[config.mk]
export PLATFORM = sky130hd
export DESIGN_NAME = line_mode_ctrl
export DESIGN_NICKNAME = d
export VERILOG_FILES = /design/src/rtl/line_mode_pkg.sv /design/src/rtl/lim_trip_latch.sv /design/src/rtl/lim_mode_decode.sv /design/src/rtl/lim_detect_sel.sv /design/src/rtl/line_mode_ctrl.sv
export SDC_FILE = /design/constraint.sdc
export NUM_CORES = 1
export LEC_CHECK = 0
export ABC_AREA = 1
export BUFFER_PORTS_ARGS = -buffer_cell sky130_fd_sc_hd__buf_2
export CELL_PAD_IN_SITES_DETAIL_PLACEMENT = 1
export CELL_PAD_IN_SITES_GLOBAL_PLACEMENT = 1
export CORE_MARGIN = 4
export CORE_UTILIZATION = 32
export CTS_CLUSTER_DIAMETER = 100
export DETAILED_ROUTE_END_ITERATION = 7
export PLACE_DENSITY_LB_ADDON = 0.1
export SYNTH_ARGS = -nofsm -noshare
export SYNTH_HDL_FRONTEND = slang
export SYNTH_HIERARCHICAL = 1
export SYNTH_SLANG_ARGS = --single-unit
[constraint.sdc]
create_clock -name clk -period 2.5 [get_ports clk]
set_input_delay 0.75 -clock clk [delete_from_list [all_inputs] [get_ports clk]]
set_output_delay 0.75 -clock clk [all_outputs]
set_load 0.02 [all_outputs]
[src/rtl/line_mode_pkg.sv]
package line_mode_pkg;
   localparam int MODE_W = 3;

   typedef enum logic [MODE_W-1:0] {
      LM_STBY  = 3'b000,
      LM_FWD   = 3'b001,
      LM_SPARE = 3'b010,
      LM_REV   = 3'b011,
      LM_RING  = 3'b100,
      LM_LOOP  = 3'b101,
      LM_TOPEN = 3'b110,
      LM_PDENY = 3'b111
   } line_mode_e;

   // spare code folds onto standby
   function automatic line_mode_e fold_mode(input logic [MODE_W-1:0] code);
      line_mode_e m;
      m = line_mode_e'(code);
      if (m == LM_SPARE) m = LM_STBY;
      return m;
   endfunction
endpackage

[src/rtl/lim_trip_latch.sv]
module lim_trip_latch
   import line_mode_pkg::*;
(
   input  logic              clk,
   input  logic              rst_n,
   input  logic [MODE_W-1:0] mode_cmd,
   input  logic              ring_trip,
   output logic              trip_nxt,
   output logic              trip_q
);
   logic [MODE_W-1:0] cmd_q;
   logic              cmd_chg;
   logic              trip_set;

   assign cmd_chg  = (mode_cmd != cmd_q);
   assign trip_set = (line_mode_e'(mode_cmd) == LM_RING) && ring_trip;
   // a command change outranks a new trip indication
   assign trip_nxt = cmd_chg ? 1'b0 : (trip_q | trip_set);

   always_ff @(posedge clk or negedge rst_n) begin
      if (!rst_n) begin
         cmd_q  <= '0;
         trip_q <= 1'b0;
      end else begin
         cmd_q  <= mode_cmd;
         trip_q <= trip_nxt;
      end
   end
endmodule

[src/rtl/lim_mode_decode.sv]
module lim_mode_decode
   import line_mode_pkg::*;
(
   input  logic [MODE_W-1:0] mode_cmd,
   input  logic              trip,
   output logic [MODE_W-1:0] eff_mode,
   output logic              ring_en,
   output logic              alarm
);
   line_mode_e eff;

   always_comb begin
      if (trip) eff = LM_FWD;
      else      eff = fold_mode(mode_cmd);
   end

   assign eff_mode = eff;
   assign ring_en  = (eff == LM_RING);
   assign alarm    = (eff == LM_LOOP);
endmodule

[src/rtl/lim_detect_sel.sv]
module lim_detect_sel
   import line_mode_pkg::*;
#(
   parameter int DET_ACTIVE_LOW = 1
) (
   input  logic [MODE_W-1:0] mode_cmd,
   input  logic              trip,
   input  logic              det_sel,
   input  logic              hook_off,
   input  logic              gnd_key,
   input  logic              ring_trip,
   output logic              det_out
);
   logic event_on;

   always_comb begin
      if (trip)
         event_on = 1'b1;
      else begin
         unique case (line_mode_e'(mode_cmd))
            LM_RING: event_on = ring_trip;
            LM_LOOP: event_on = 1'b1;
            default: event_on = det_sel ? hook_off : gnd_key;
         endcase
      end
   end

   generate
      if (DET_ACTIVE_LOW != 0) begin : g_low
         assign det_out = ~event_on;
      end else begin : g_high
         assign det_out = event_on;
      end
   endgenerate
endmodule

[src/rtl/line_mode_ctrl.sv]
module line_mode_ctrl
   import line_mode_pkg::*;
#(
   parameter int REG_OUT        = 1,
   parameter int DET_ACTIVE_LOW = 1
) (
   input  logic              clk,
   input  logic              rst_n,
   input  logic [2:0]        mode_cmd,
   input  logic              det_sel,
   input  logic              bat_hi_in,
   input  logic              sw_ctl_n,
   input  logic              hook_off,
   input  logic              gnd_key,
   input  logic              ring_trip,
   output logic [2:0]        eff_mode,
   output logic              ring_en,
   output logic              bat_hi,
   output logic              sw_on,
   output logic              det_n,
   output logic              alarm
);
   localparam logic DET_IDLE = (DET_ACTIVE_LOW != 0) ? 1'b1 : 1'b0;

   generate
      if (REG_OUT != 0 && REG_OUT != 1) begin : g_bad_reg
         $error("line_mode_ctrl: REG_OUT must be 0 or 1");
      end
      if (DET_ACTIVE_LOW != 0 && DET_ACTIVE_LOW != 1) begin : g_bad_pol
         $error("line_mode_ctrl: DET_ACTIVE_LOW must be 0 or 1");
      end
      if (MODE_W != 3) begin : g_bad_w
         $error("line_mode_ctrl: command width must be 3");
      end
   endgenerate

   logic              trip_nxt;
   logic              trip_lat;
   logic [MODE_W-1:0] eff_c;
   logic              ring_c;
   logic              alarm_c;
   logic              det_c;

   lim_trip_latch u_trip (
      .clk       (clk),
      .rst_n     (rst_n),
      .mode_cmd  (mode_cmd),
      .ring_trip (ring_trip),
      .trip_nxt  (trip_nxt),
      .trip_q    (trip_lat)
   );

   lim_mode_decode u_dec (
      .mode_cmd (mode_cmd),
      .trip     (trip_nxt),
      .eff_mode (eff_c),
      .ring_en  (ring_c),
      .alarm    (alarm_c)
   );

   lim_detect_sel #(.DET_ACTIVE_LOW(DET_ACTIVE_LOW)) u_det (
      .mode_cmd  (mode_cmd),
      .trip      (trip_nxt),
      .det_sel   (det_sel),
      .hook_off  (hook_off),
      .gnd_key   (gnd_key),
      .ring_trip (ring_trip),
      .det_out   (det_c)
   );

   generate
      if (REG_OUT == 1) begin : g_reg
         always_ff @(posedge clk or negedge rst_n) begin
            if (!rst_n) begin
               eff_mode <= LM_STBY;
               ring_en  <= 1'b0;
               bat_hi   <= 1'b0;
               sw_on    <= 1'b0;
               det_n    <= DET_IDLE;
               alarm    <= 1'b0;
            end else begin
               eff_mode <= eff_c;
               ring_en  <= ring_c;
               bat_hi   <= bat_hi_in;
               sw_on    <= ~sw_ctl_n;
               det_n    <= det_c;
               alarm    <= alarm_c;
            end
         end
      end else begin : g_comb
         assign eff_mode = eff_c;
         assign ring_en  = ring_c;
         assign bat_hi   = bat_hi_in;
         assign sw_on    = ~sw_ctl_n;
         assign det_n    = det_c;
         assign alarm    = alarm_c;
      end
   endgenerate
endmodule

==> flow_summary.yaml <==
clock_network:
  cts_made_buffers: 3
  clk_pin_slew_ns: 0.08
  clkLatencyLatePin_ns: 0.27
  cts_htree_levels: 1
  cts_resized: 0
  hold_buffers: 0
  clock_path_buffers: 2
  clock-root-buffer: "clkbuf_4"
  post_cts_buffers: 0
  cts_sinks: 12
  cts_tree: "done"
critical_path:
  crit_family: "flip-flops"
  cp_slowest_cell: "dfstp_2"
  critPathLaunchType: "register"
  slowest_delay_ns: 0.53
  crit_fanout: 1
  cp_num_cells: 1
  reg2reg_depth: 8
  required_ns: 1.75
  cp_cell_sequence: "buf_2"
  criticalPathCategory: "reg -> out"
  cp-end-kind: "output port"
  worst-endpoint-arrival_ns: 0.95
  cp_num_buf_inv: 1
sta:
  setup_violations: 0
  clock_skew_ns: 0.000730
  max_freq_ghz: 0.587
  hold_viol: 0
  whs_ns: 0.335
  relSlewSlack_pct: 82.8
  tightest_slew_ns: 0.259
  rsz0062_at_grt: "no"
  period_needed_ns: 1.70
  timing.setup.tns_ns: 0
  post-route-period-util_pct: 68.1
  maxSlewViolCount: 0
drt:
  vias: 410
  drt_wl_total_um: 1040
  post_drt_wl_per_cell_um: 11.1
  vias_per_cell: 4.36
  drt_iter0_drc: 4
  ant_nets: 0
  drt_first_pass_iters: 2
  drc: 0
synth:
  synth_seq_cells: 12
  yosysMostFrequentCell: "nand2_1"
  synthFlopType: "dfrtp_1"
  yosys-top-cells-count: "16 x nand2_1, 13 x inv_1, 11 x dfrtp_1, 9 x nor2_1, 2 x a21oi_1"
  synth_edf_count: 0
  yosys.area.top_type_share_pct: 57.0
  yosys-top-cells-area: "dfrtp_1 57%, nand2_1 12%, inv_1 10%"
  synthCells: 57
  synth_cell_types: 11
  synth.yosys.seq_area_share_pct: 62.4
  synth.largest_area_cell: "dfrtp_1"
  synth_area_per_cell_um2: 8.47
  synth_warnings: 6
  synth_nets: 68
  synth_area_um2: 483
  synthArstFlopShare_pct: 100
power:
  power_density_mw_per_mm2: 663
  peakVddDrop_uv: 314
  leakage_nw: 0.379
grt:
  grt_overflow_total: 0
  grt_pass1_vias: 376
  grt_use_total_pct: 12.6
  grt_antenna_before_repair: 0
  grt_pass1_wl_um: 1740
  grt_max_degree: 13
placement:
  routabilityCongestion: 0.665
  dpl-instance-area_um2: 592
  portBuffers: 18
  dp_cells: 90
  dp.final_hpwl_um: 803
finish:
  utilization_pct: 46.0
  stdcell_count: 94
  final_cell_area_um2: 628
  fill_cells: 188
  antenna_cells: 0
  fin_nets: 91
  drive_gt1_share_pct: 32.9
  area_growth_pct: 30.1
die:
  die_w_um: 46.9
  start_util_pct: 35.3
  core_mm2: 0.00137
  ios: 19
  fp-row-count: 13
  fp.dieH_um: 46.9
  die_area_mm2: 0.00219
run_status:
  status: "finished, final reports clean"
job:
  cap_violations: 0
hold_path:
  hold_path.class: "in -> async"
-- cells by family (layout without fill, tap and decap cells) --
kind of cell    count (synthesis)  count (layout)  synth area share (%)
compound gates                  2               2                  2.07
xor+xnor                        1               1                  1.81
buf+inv                        15              37                  11.7
flops                          12              12                  62.4
simple gates                   27              27                  22.0
-- path summary, 6_finish.rpt --
| kind | from | endpoint | slack, ns |
|---|---|---|---|
| worst max-delay path | det_n$_DFF_PN1_ | det_n | 0.80 |
| worst min-delay path | rst_n | sw_on$_DFF_PN0_ | 0.33 |
| worst max register to register | u_trip/cmd_q[2]$_DFF_PN0_ | eff_mode[2]$_DFF_PN0_ | 1.30 |
| worst min register to register | u_trip/cmd_q[0]$_DFF_PN0_ | u_trip/trip_q$_DFF_PN0_ | 0.60 |
| max in group asynchronous | rst_n | det_n$_DFF_PN1_ | 1.90 |
| min in group clk | bat_hi_in | bat_hi$_DFF_PN0_ | 0.59 |
-- flip-flops by register name, indices dropped and copies added (netlist names) --
signal / flops
alarm: 1
bat_hi: 1
det_n: 1
eff_mode: 3
ring_en: 1
sw_on: 1
u_trip/cmd_q: 3
u_trip/trip_q: 1
-- metrics by stage --
step | total power (W) | setup slack (ns)
floorplan | 0.000240 | 1.08
global placement | 0.000265 | 0.764
detailed placement | 0.000267 | 0.710
CTS | 0.000426 | 0.784
global route | 0.000444 | 0.750
finish | 0.000417 | 0.797
-- routing by layer --
metal | wire (um) | GRT usage (%) | part of all wire [%] | vias up
met5 | 0 | 0 | 0 | -
met4 | 27 | 11.6 | 2.6 | 0
met3 | 90 | 4.60 | 8.7 | 2
met2 | 473 | 18.7 | 46 | 16
met1 | 448 | 13.9 | 43 | 190
li1 | - | - | - | 202
-- placed cells by master (no fill, tap or decap), drive strengths merged --
cell type / n
clkinv: 1
dfrtp: 11
nand2: 17
xnor2: 1
clkbuf: 4
inv: 14
nor2: 10
buf: 18
a21oi: 2
dfstp: 1
-- report_power, final --
group | internal [W] | total [W] | leakage, nW | switching [W]
clock network | 0.0000885 | 0.000155 | 0.0210 | 0.0000661
registers | 0.000205 | 0.000208 | 0.145 | 0.00000316
logic | 0.0000191 | 0.0000537 | 0.213 | 0.0000346
-- cell type report --
cell class / count / area [um^2] / area share [%]
timing repair buffer: 18 / 90.1 / 14.3
inverter: 15 / 56.3 / 8.96
clock buffer: 4 / 36.3 / 5.78
multi-input combinational: 30 / 125 / 19.9
sequential: 12 / 302 / 48.0
tap: 15 / 18.8 / 2.99
(Power assumes the default switching activity.)
